==> config.mk <==
export PLATFORM = sky130hd
export DESIGN_NAME = pc_snap_reg
export DESIGN_NICKNAME = d
export VERILOG_FILES = /design/src/rtl/pcs_pkg.sv /design/src/rtl/pcs_live.sv /design/src/rtl/pcs_snap.sv /design/src/rtl/pcs_rdport.sv /design/src/rtl/pc_snap_reg.sv
export SDC_FILE = /design/constraint.sdc
export NUM_CORES = 1
export LEC_CHECK = 0
export BUFFER_PORTS_ARGS = -buffer_cell sky130_fd_sc_hd__buf_2
export CAP_MARGIN = 15
export CORE_MARGIN = 2
export CORE_UTILIZATION = 59
export CTS_BUF_LIST = sky130_fd_sc_hd__clkbuf_8 sky130_fd_sc_hd__clkbuf_16
export DETAILED_ROUTE_END_ITERATION = 10
export PLACE_DENSITY = 0.95
export SLEW_MARGIN = 20
export SYNTH_ARGS = -nofsm -noshare
export SYNTH_HDL_FRONTEND = slang
export SYNTH_SLANG_ARGS = --single-unit
==> constraint.sdc <==
create_clock -name clk -period 2.2 [get_ports clk]
set_input_delay 0.11 -clock clk [delete_from_list [all_inputs] [get_ports clk]]
set_output_delay 0.11 -clock clk [all_outputs]
set_load 0.02 [all_outputs]
==> src/rtl/pcs_pkg.sv <==
package pcs_pkg;
  typedef enum logic [2:0] {
    SEL_LO   = 3'd0,
    SEL_HI   = 3'd1,
    SEL_CTX  = 3'd2,
    SEL_VID  = 3'd3,
    SEL_NONE = 3'd4
  } word_sel_e;

  localparam int EL_W     = 2;
  localparam int HDR_BITS = 8;  // ns + el + five zero bits in extended high word
  localparam int VID_HDR  = 4;  // ns + hv + el in state/VMID word
endpackage

==> src/rtl/pcs_live.sv <==
module pcs_live #(
  parameter int DW = 32,
  parameter int CW = 32,
  parameter int VW = 16,
  localparam int PW = 2 * DW
) (
  input  logic          clk,
  input  logic          rst,
  input  logic          smp_valid,
  input  logic [PW-1:0] smp_pc,
  input  logic          smp_ns,
  input  logic [1:0]    smp_el,
  input  logic          smp_hv,
  input  logic [CW-1:0] smp_ctx,
  input  logic [VW-1:0] smp_vmid,
  output logic [PW-1:0] live_pc,
  output logic          live_ns,
  output logic [1:0]    live_el,
  output logic          live_hv,
  output logic [CW-1:0] live_ctx,
  output logic [VW-1:0] live_vmid,
  output logic          live_have
);
  always_ff @(posedge clk) begin
    if (rst) begin
      live_pc   <= '0;
      live_ns   <= 1'b0;
      live_el   <= '0;
      live_hv   <= 1'b0;
      live_ctx  <= '0;
      live_vmid <= '0;
      live_have <= 1'b0;
    end else if (smp_valid) begin
      live_pc   <= smp_pc;
      live_ns   <= smp_ns;
      live_el   <= smp_el;
      live_hv   <= smp_hv;
      live_ctx  <= smp_ctx;
      live_vmid <= smp_vmid;
      live_have <= 1'b1;
    end
  end

  // once a sample exists the live register stays populated until reset
  a_r2_have_sticky: assert property (@(posedge clk) disable iff (rst)
    live_have |=> live_have);
  // live register follows the core strobe
  a_r8_live_follow: assert property (@(posedge clk) disable iff (rst)
    smp_valid |=> (live_pc == $past(smp_pc)) && live_have);
endmodule

==> src/rtl/pcs_snap.sv <==
module pcs_snap
  import pcs_pkg::*;
#(
  parameter int DW = 32,
  parameter int CW = 32,
  parameter int VW = 16,
  parameter logic [DW-1:0] UNK_WORD = '1,
  localparam int PW = 2 * DW,
  localparam int XW = DW - HDR_BITS
) (
  input  logic          clk,
  input  logic          rst,
  input  logic          latch_en,
  input  logic          fmt_ext,
  input  logic [PW-1:0] live_pc,
  input  logic          live_ns,
  input  logic [1:0]    live_el,
  input  logic          live_hv,
  input  logic [CW-1:0] live_ctx,
  input  logic [VW-1:0] live_vmid,
  input  logic          live_have,
  output logic [DW-1:0] snap_hi,
  output logic [DW-1:0] snap_ctx,
  output logic [DW-1:0] snap_vid
);
  logic [DW-1:0] hi_fmt, ctx_fmt, vid_fmt;

  always_comb begin
    if (fmt_ext) begin
      hi_fmt = '0;
      hi_fmt[DW-1]          = live_ns;
      hi_fmt[DW-2 -: EL_W]  = live_el;
      hi_fmt[XW-1:0]        = live_pc[DW +: XW];
    end else begin
      hi_fmt = live_hv ? live_pc[PW-1:DW] : '0;
    end
  end

  always_comb begin
    ctx_fmt = '0;
    ctx_fmt[CW-1:0] = live_ctx;
  end

  always_comb begin
    vid_fmt = '0;
    vid_fmt[DW-1]         = live_ns;
    vid_fmt[DW-2]         = live_hv;
    vid_fmt[DW-3 -: EL_W] = live_el;
    vid_fmt[VW-1:0]       = live_vmid;
  end

  always_ff @(posedge clk) begin
    if (rst) begin
      snap_hi  <= '0;
      snap_ctx <= '0;
      snap_vid <= '0;
    end else if (latch_en) begin
      if (live_have) begin
        snap_hi  <= hi_fmt;
        snap_ctx <= ctx_fmt;
        snap_vid <= vid_fmt;
      end else begin
        snap_hi  <= UNK_WORD;
        snap_ctx <= UNK_WORD;
        snap_vid <= UNK_WORD;
      end
    end
  end

  a_r8_hold_unless_latch: assert property (@(posedge clk) disable iff (rst)
    !latch_en |=> $stable(snap_hi) && $stable(snap_ctx) && $stable(snap_vid));
  a_r3_ctx_from_live: assert property (@(posedge clk) disable iff (rst)
    (latch_en && live_have) |=> snap_ctx[CW-1:0] == $past(live_ctx));
  a_r5_unknown_fill: assert property (@(posedge clk) disable iff (rst)
    (latch_en && !live_have) |=> (snap_hi == UNK_WORD) && (snap_vid == UNK_WORD));
endmodule

==> src/rtl/pcs_rdport.sv <==
module pcs_rdport
  import pcs_pkg::*;
#(
  parameter int DW = 32,
  parameter int OW = 12,
  parameter logic [OW-1:0] OFS_LO  = 12'h0A0,
  parameter logic [OW-1:0] OFS_CTX = 12'h0A4,
  parameter logic [OW-1:0] OFS_VID = 12'h0A8,
  parameter logic [OW-1:0] OFS_HI  = 12'h0AC,
  parameter logic [DW-1:0] EMPTY_WORD = '1
) (
  input  logic          clk,
  input  logic          rst,
  input  logic          rd_vld,
  input  logic          rd_wr,
  input  logic [OW-1:0] rd_addr,
  input  logic          rd_mmio,
  input  logic          lock_on,
  input  logic [DW-1:0] live_lo,
  input  logic          live_have,
  input  logic [DW-1:0] snap_hi,
  input  logic [DW-1:0] snap_ctx,
  input  logic [DW-1:0] snap_vid,
  output logic          latch_en,
  output logic          rd_ack,
  output logic [DW-1:0] rd_data
);
  word_sel_e     sel;
  logic          is_rd;
  logic [DW-1:0] mux_word;

  always_comb begin
    if      (rd_addr == OFS_LO)  sel = SEL_LO;
    else if (rd_addr == OFS_HI)  sel = SEL_HI;
    else if (rd_addr == OFS_CTX) sel = SEL_CTX;
    else if (rd_addr == OFS_VID) sel = SEL_VID;
    else                         sel = SEL_NONE;
  end

  assign is_rd    = rd_vld && !rd_wr;
  assign latch_en = is_rd && (sel == SEL_LO) && !(lock_on && rd_mmio);

  always_comb begin
    case (sel)
      SEL_LO:  mux_word = live_have ? live_lo : EMPTY_WORD;
      SEL_HI:  mux_word = snap_hi;
      SEL_CTX: mux_word = snap_ctx;
      SEL_VID: mux_word = snap_vid;
      default: mux_word = '0;
    endcase
  end

  always_ff @(posedge clk) begin
    if (rst) begin
      rd_ack  <= 1'b0;
      rd_data <= '0;
    end else begin
      rd_ack  <= rd_vld;
      rd_data <= is_rd ? mux_word : '0;
    end
  end

  a_r1_ack_follows: assert property (@(posedge clk) disable iff (rst)
    rd_vld |=> rd_ack);
  a_r1_no_stray_ack: assert property (@(posedge clk) disable iff (rst)
    !rd_vld |=> !rd_ack);
  a_r9_write_zero: assert property (@(posedge clk) disable iff (rst)
    (rd_vld && rd_wr) |=> rd_data == '0);
endmodule

==> src/rtl/pc_snap_reg.sv <==
module pc_snap_reg #(
  parameter int DW = 32,
  parameter int CW = 32,
  parameter int VW = 16,
  parameter int OW = 12,
  parameter logic [OW-1:0] OFS_LO  = 12'h0A0,
  parameter logic [OW-1:0] OFS_CTX = 12'h0A4,
  parameter logic [OW-1:0] OFS_VID = 12'h0A8,
  parameter logic [OW-1:0] OFS_HI  = 12'h0AC,
  parameter logic [DW-1:0] EMPTY_WORD = '1,
  parameter logic [DW-1:0] UNK_WORD   = '1,
  localparam int PW = 2 * DW
) (
  input  logic          clk,
  input  logic          rst,
  input  logic          smp_valid,
  input  logic [PW-1:0] smp_pc,
  input  logic          smp_ns,
  input  logic [1:0]    smp_el,
  input  logic          smp_hv,
  input  logic [CW-1:0] smp_ctx,
  input  logic [VW-1:0] smp_vmid,
  input  logic          fmt_ext,
  input  logic          lock_on,
  input  logic          rd_vld,
  input  logic          rd_wr,
  input  logic [OW-1:0] rd_addr,
  input  logic          rd_mmio,
  output logic          rd_ack,
  output logic [DW-1:0] rd_data
);
  logic [PW-1:0] live_pc;
  logic          live_ns, live_hv, live_have;
  logic [1:0]    live_el;
  logic [CW-1:0] live_ctx;
  logic [VW-1:0] live_vmid;
  logic [DW-1:0] snap_hi, snap_ctx, snap_vid;
  logic          latch_en;

  pcs_live #(.DW(DW), .CW(CW), .VW(VW)) u_live (
    .clk(clk), .rst(rst), .smp_valid(smp_valid), .smp_pc(smp_pc),
    .smp_ns(smp_ns), .smp_el(smp_el), .smp_hv(smp_hv), .smp_ctx(smp_ctx),
    .smp_vmid(smp_vmid), .live_pc(live_pc), .live_ns(live_ns),
    .live_el(live_el), .live_hv(live_hv), .live_ctx(live_ctx),
    .live_vmid(live_vmid), .live_have(live_have)
  );

  pcs_snap #(.DW(DW), .CW(CW), .VW(VW), .UNK_WORD(UNK_WORD)) u_snap (
    .clk(clk), .rst(rst), .latch_en(latch_en), .fmt_ext(fmt_ext),
    .live_pc(live_pc), .live_ns(live_ns), .live_el(live_el),
    .live_hv(live_hv), .live_ctx(live_ctx), .live_vmid(live_vmid),
    .live_have(live_have), .snap_hi(snap_hi), .snap_ctx(snap_ctx),
    .snap_vid(snap_vid)
  );

  pcs_rdport #(.DW(DW), .OW(OW), .OFS_LO(OFS_LO), .OFS_CTX(OFS_CTX),
    .OFS_VID(OFS_VID), .OFS_HI(OFS_HI), .EMPTY_WORD(EMPTY_WORD)) u_rd (
    .clk(clk), .rst(rst), .rd_vld(rd_vld), .rd_wr(rd_wr), .rd_addr(rd_addr),
    .rd_mmio(rd_mmio), .lock_on(lock_on), .live_lo(live_pc[DW-1:0]),
    .live_have(live_have), .snap_hi(snap_hi), .snap_ctx(snap_ctx),
    .snap_vid(snap_vid), .latch_en(latch_en), .rd_ack(rd_ack),
    .rd_data(rd_data)
  );

  // locked memory-mapped low read leaves every snapshot untouched
  a_r4_lock_freeze: assert property (@(posedge clk) disable iff (rst)
    (rd_vld && !rd_wr && rd_addr == OFS_LO && lock_on && rd_mmio)
      |=> $stable(snap_hi) && $stable(snap_ctx) && $stable(snap_vid));
  // low read returns the live sample seen before the edge
  a_r2_lo_data: assert property (@(posedge clk) disable iff (rst)
    (rd_vld && !rd_wr && rd_addr == OFS_LO && live_have)
      |=> rd_data == $past(live_pc[DW-1:0]));
  // writes never load snapshots
  a_r9_write_no_latch: assert property (@(posedge clk) disable iff (rst)
    (rd_vld && rd_wr) |=> $stable(snap_hi) && $stable(snap_ctx));
endmodule

[Word-level counts from Yosys, hierarchy flattened]
Cells that the tools add are included.
Storage, ports and cells
  flip-flop bits (word level): 246
  input bits: 136
  output and inout port bits: 33
Operators by class
  equality and inequality tests: 7
  muxes and demuxes: 11
  bitwise logic cells: 1
  reductions and logical operators: 8
Operators with widths (number)
  $mux 32: 6
  $pmux 32 s4: 1
  $eq 12x8->1 const B: 4
  $mux 3: 4
  $eq 3x2->1 const B: 2
  $logic_and 1x1->1: 4
  $eq 3x1->1 const B: 1
  $logic_not 3->1: 1
  $logic_not 1->1: 2
  $reduce_or 2->1: 1
  $not 1->1: 1

[Logic depth before layout (Yosys ltp)]
  depth after elaboration: 8
  mapped depth: 8
  depth with buffers taken out: 4

[By module]
From an unflattened synthesis, not the netlist that was laid out.
Unflattened totals
  cell total of the unflattened synthesis: 963
  area, all modules: 9862.0 um2
Modules (own cells, without submodules)
  pcs_live: instances 1, cells an instance 377, area an instance 4125.2 um2, sequential area each 2342.2 um2
  pcs_snap: instances 1, cells an instance 390, area an instance 3905.0 um2, sequential area each 1701.6 um2
  pcs_rdport: instances 1, cells an instance 196, area an instance 1831.8 um2, sequential area each 660.6 um2

[Least setup slack after synthesis]
No wires, ideal clock.
  path kind: input -> register
  start: input rd_addr[3]
  end: register u_snap.snap_vid[10]
  library setup time: 0.142 ns
  arrival time: 1.394 ns
  required time: 2.058 ns
  slack: 0.664 ns
  cell stages on the path: 8
  path buffers: 4
  path through: buf_2 -> nor4_4 -> a21boi_2 -> and2_1 -> buf_2 -> buf_4 -> buf_4 -> a311oi_1
Between the ends
  word-level cells in the longest chain between the ends: 8
Ends and longest elaborated chain
  start, declared: line pc_snap_reg.sv:27  | input logic [OW-1:0] rd_addr,
  $eq 12x8->1: line pcs_rdport.sv:36  | else if (rd_addr == OFS_VID) sel = SEL_VID;
  $mux 3: line pcs_rdport.sv:36
  $mux 3: line pcs_rdport.sv:35  | else if (rd_addr == OFS_CTX) sel = SEL_CTX;
  $mux 3: line pcs_rdport.sv:34  | else if (rd_addr == OFS_HI) sel = SEL_HI;
  $mux 3 (*): line pcs_rdport.sv:33  | if (rd_addr == OFS_LO) sel = SEL_LO;
  $logic_not 3->1 (*): line pcs_rdport.sv:41  | assign latch_en = is_rd && (sel == SEL_LO) && !(lock_on && rd_mmio);
  $logic_and 1x1->1 (*) (2 in series): line pcs_rdport.sv:41
  end signal, assigned: line pcs_snap.sv:61  | snap_vid <= vid_fmt;
  end, declared: line pcs_snap.sv:24  | output logic [DW-1:0] snap_vid
Mark *: on every way between the ends. The rest lies on a longest branch, timed or not.
A chain may end at the register's enable or synchronous reset.

[Worst setup path after layout]
  start: register u_live.live_hv
  end: register u_snap.snap_hi[13]
Between the ends
  word-level cells in the longest chain between the ends: 3
Ends and longest elaborated chain
  start, declared: line pcs_live.sv:19  | output logic live_hv,
  start signal, assigned: line pcs_live.sv:37  | live_hv <= smp_hv;
  $mux 32: line pcs_snap.sv:35  | hi_fmt = live_hv ? live_pc[PW-1:DW] : '0;
  $mux 32: line pcs_snap.sv:29  | if (fmt_ext) begin
  $mux 32: line pcs_snap.sv:58  | if (live_have) begin
  end signal, assigned: line pcs_snap.sv:59  | snap_hi <= hi_fmt;
  end, declared: line pcs_snap.sv:22  | output logic [DW-1:0] snap_hi,
No other way between the ends.

==> results.md <==
- Least-Margin Pin Slew: roughly 0.90 ns
- Syn Area/Cell: 9.549 um2
- Core Box Area: between 15,000 and 20,000 um2
- Cell row count: 45
- CTS buffer count: 25
- Syn nets: between 1,000 and 1,500
- Share of layout cells above drive strength 1: 0.2156
- Tot Pwr: ~9.4 mW
- Register area share after synthesis: 0.5063
- DP HPWL: 15.53 mm
- CTS resizes: 0
- Layout net count: 1,343
- # IOs: 169
- Worst-path maximum fanout: 24
- Most frequent cells in the layout: dfxtp_1, buf_2, a21oi_1
- Ys Warns: 0
- Hold path start: fmt_ext
- GRT Resource Usage Total: 0.3447
- Fmax achieved: between 600 and 700 MHz
- Cell Area, Synth: roughly 9300 um2
- Vias in the first global route: 8,742
- Static Leakage: 4.999 nW
- IO buf count: between 150 and 200
- Peak VDD IR: 723.8 uV
- Initial antenna violation count: 1
- Die extent in x: 129.5 um
- Crit path capture type: flip-flop
- Final period util: 0.7480
- Clk_skew: roughly 0.023 ns
- First-pass GRT wire length: roughly 45 mm
- Die height: 129.5 um
- P_sw: around 2.2 mW
- Full die area: around 17,000 um2
- Pins over their slew limit: 0
- Sw frac: 0.2340
- Netlist cell types: 31
- H-tree levels: 1
- Vias/cell: ~6
- RSZ-0062 raised after global routing: no
- Largest net degree at the start of global routing: ~200
- DRT antenna net count: 0
- Clock share of power: 0.433
- Setup violations, final: 0
- Post-route DRC: 0
- Total gr overflow: 0
- Cells after Synth: 973
- Worst-case clock buffer depth: 3
- Root Driver: clkbuf_16
- Initial DRC count: about 1,100
- Worst hold path type: input port to flip-flop
- Setup_tns: 0 ns
- Max-Cap Viols: 0
- Hold_ws: about 0.076 ns
- Routed WL: 29.42 mm
- Clock Pin Slew Worst Setup and Hold Paths: 0.07 ns
- Status: finished, final reports clean
- R2r startpoint: u_live.live_hv
- Clock sink total: 235
- GPL Wtd Cong: 0.8449
- Hold Violations, Final: 0
- Logic pwr share: 0.092
- Critical path origin: u_live.live_hv
- Critical Path Start Type: flip-flop
- DR pass1 iterations: 6
- Max_slew headroom: 0.4031
- Most common cell after layout, fill and taps aside: dfxtp_1
- Final Critical Period: roughly 1.6 ns
- PwrDens: 769.4 nW/um2
- Sequential share of power: 0.476
- Worst EP required: 2.59 ns
- Clock Latency Late Sink: roughly 0.51 ns
- CP Class: flip-flop to flip-flop
- Worst EP arrival: approximately 2.0 ns
- Starting Density: 0.6067
- WL/cell: 20.54 um
- Internal power: just over 7 mW
- Layout area overhead: 31.35%
- FF+latch count, synth: ~240
- CTS tree: yes
- Vias: between 8,000 and 9,000
stage by stage:
step,cells,area (um2),util,worst slack (ns)
2_1_floorplan,973,9291,-,0.6644
3_3_place_gp,1273,10230,0.6677,0.4389
3_5_place_dp,1273,10230,0.6677,0.3828
4_1_cts,1431,12200,0.7967,0.6178
5_1_grt,1432,12200,0.7969,0.4784
6_report,1432,12200,0.7969,0.5544
cells by family after synthesis:
group,share of synthesized area
compound gates,0.1934
buf+inv,0.06975
simple gates,0.07407
flops,0.5063
mux,0.1565
state kept, by name (all words and copies together) (netlist names):
register and count:
u_snap.snap_hi 32, u_rd.rd_data 32, u_live.live_hv 1, u_live.live_have 1, u_live.live_vmid 16, u_live.live_el 2, u_snap.snap_ctx 32, u_rd.rd_ack 1
u_live.live_ns 1, u_live.live_ctx 32, u_live.live_pc 64, u_snap.snap_vid 21
critical path, stage by stage, from the launching register on:
cell and delay, ns:
dfxtp_1 0.47, or2_2 0.51, a21oi_1 0.16, a211oi_1 0.38
layer usage:
| metal | vias to the layer above | GRT usage | wire length (um) |
|---|---|---|---|
| met5 | - | 0 | 0 |
| met4 | 0 | 0.2220 | 2060 |
| met3 | 173 | 0.06441 | 2271 |
| met2 | 597 | 0.6031 | 14730 |
| met1 | 4075 | 0.3857 | 10360 |
| li1 | 3919 | - | - |
synth_stat cells (all sizes together):
cell	number	area, um2
mux2	26	292.8
buf	42	239.0
a21boi	1	11.26
a211oi	29	217.7
nand2	16	60.06
nor4	1	21.27
nand3	8	40.04
mux2i	116	1161
clkinv	1	3.750
and4b	2	20.02
a22oi	20	150.1
a21oi	136	680.7
or2	1	6.260
nor2	123	461.7
o21ai	33	165.2
nand2b	1	6.260
and2	1	6.260
nor4b	4	47.55
inv	52	195.2
nor3b	1	12.51
a311oi	55	481.7
nor2b	1	6.260
clkbuf	56	210.2
dfxtp	235	4705
a41oi	6	52.55
a31oi	6	37.54
final timing paths:
kind | end | slack [ns] | cells past startpoint
setup / recovery | u_snap.snap_hi[13] | 0.55 | 3
hold / removal | u_snap.snap_hi[31] | 0.08 | 3
setup reg to reg | u_snap.snap_hi[13] | 0.55 | 3
hold reg to reg | u_snap.snap_ctx[28] | 0.47 | 2
final cells by class:
class                           instances  area [um2]
Clock inverter                          5       31.28
Antenna cell                            1       2.502
Timing Repair Buffer                  305        2277
Clock buffer                           35       763.2
Multi-Input combinational cell        587        3961
Sequential cell                       235        4706
Tap cell                              211       264.0
Fill cell                             899        3110
Inverter                               53       198.9
power groups by stage:
stage / Combinational (mW) / Clock (mW) / Sequential, mW
after floorplan: 0.413 / 0 / 4.52
final: 0.862 / 4.06 / 4.47
after global routing: 0.921 / 4.24 / 4.48
after detailed placement: 0.652 / 0 / 4.55
after global placement: 0.631 / 0 / 4.54
after CTS: 0.820 / 4.03 / 4.46
what timing repair did:
action                                 in CTS  in global routing
setup buffers                               0                  0
hold buffers                              118                  0
endpoints found under the hold margin     117                  0
Power figures use the tool's default switching activity.
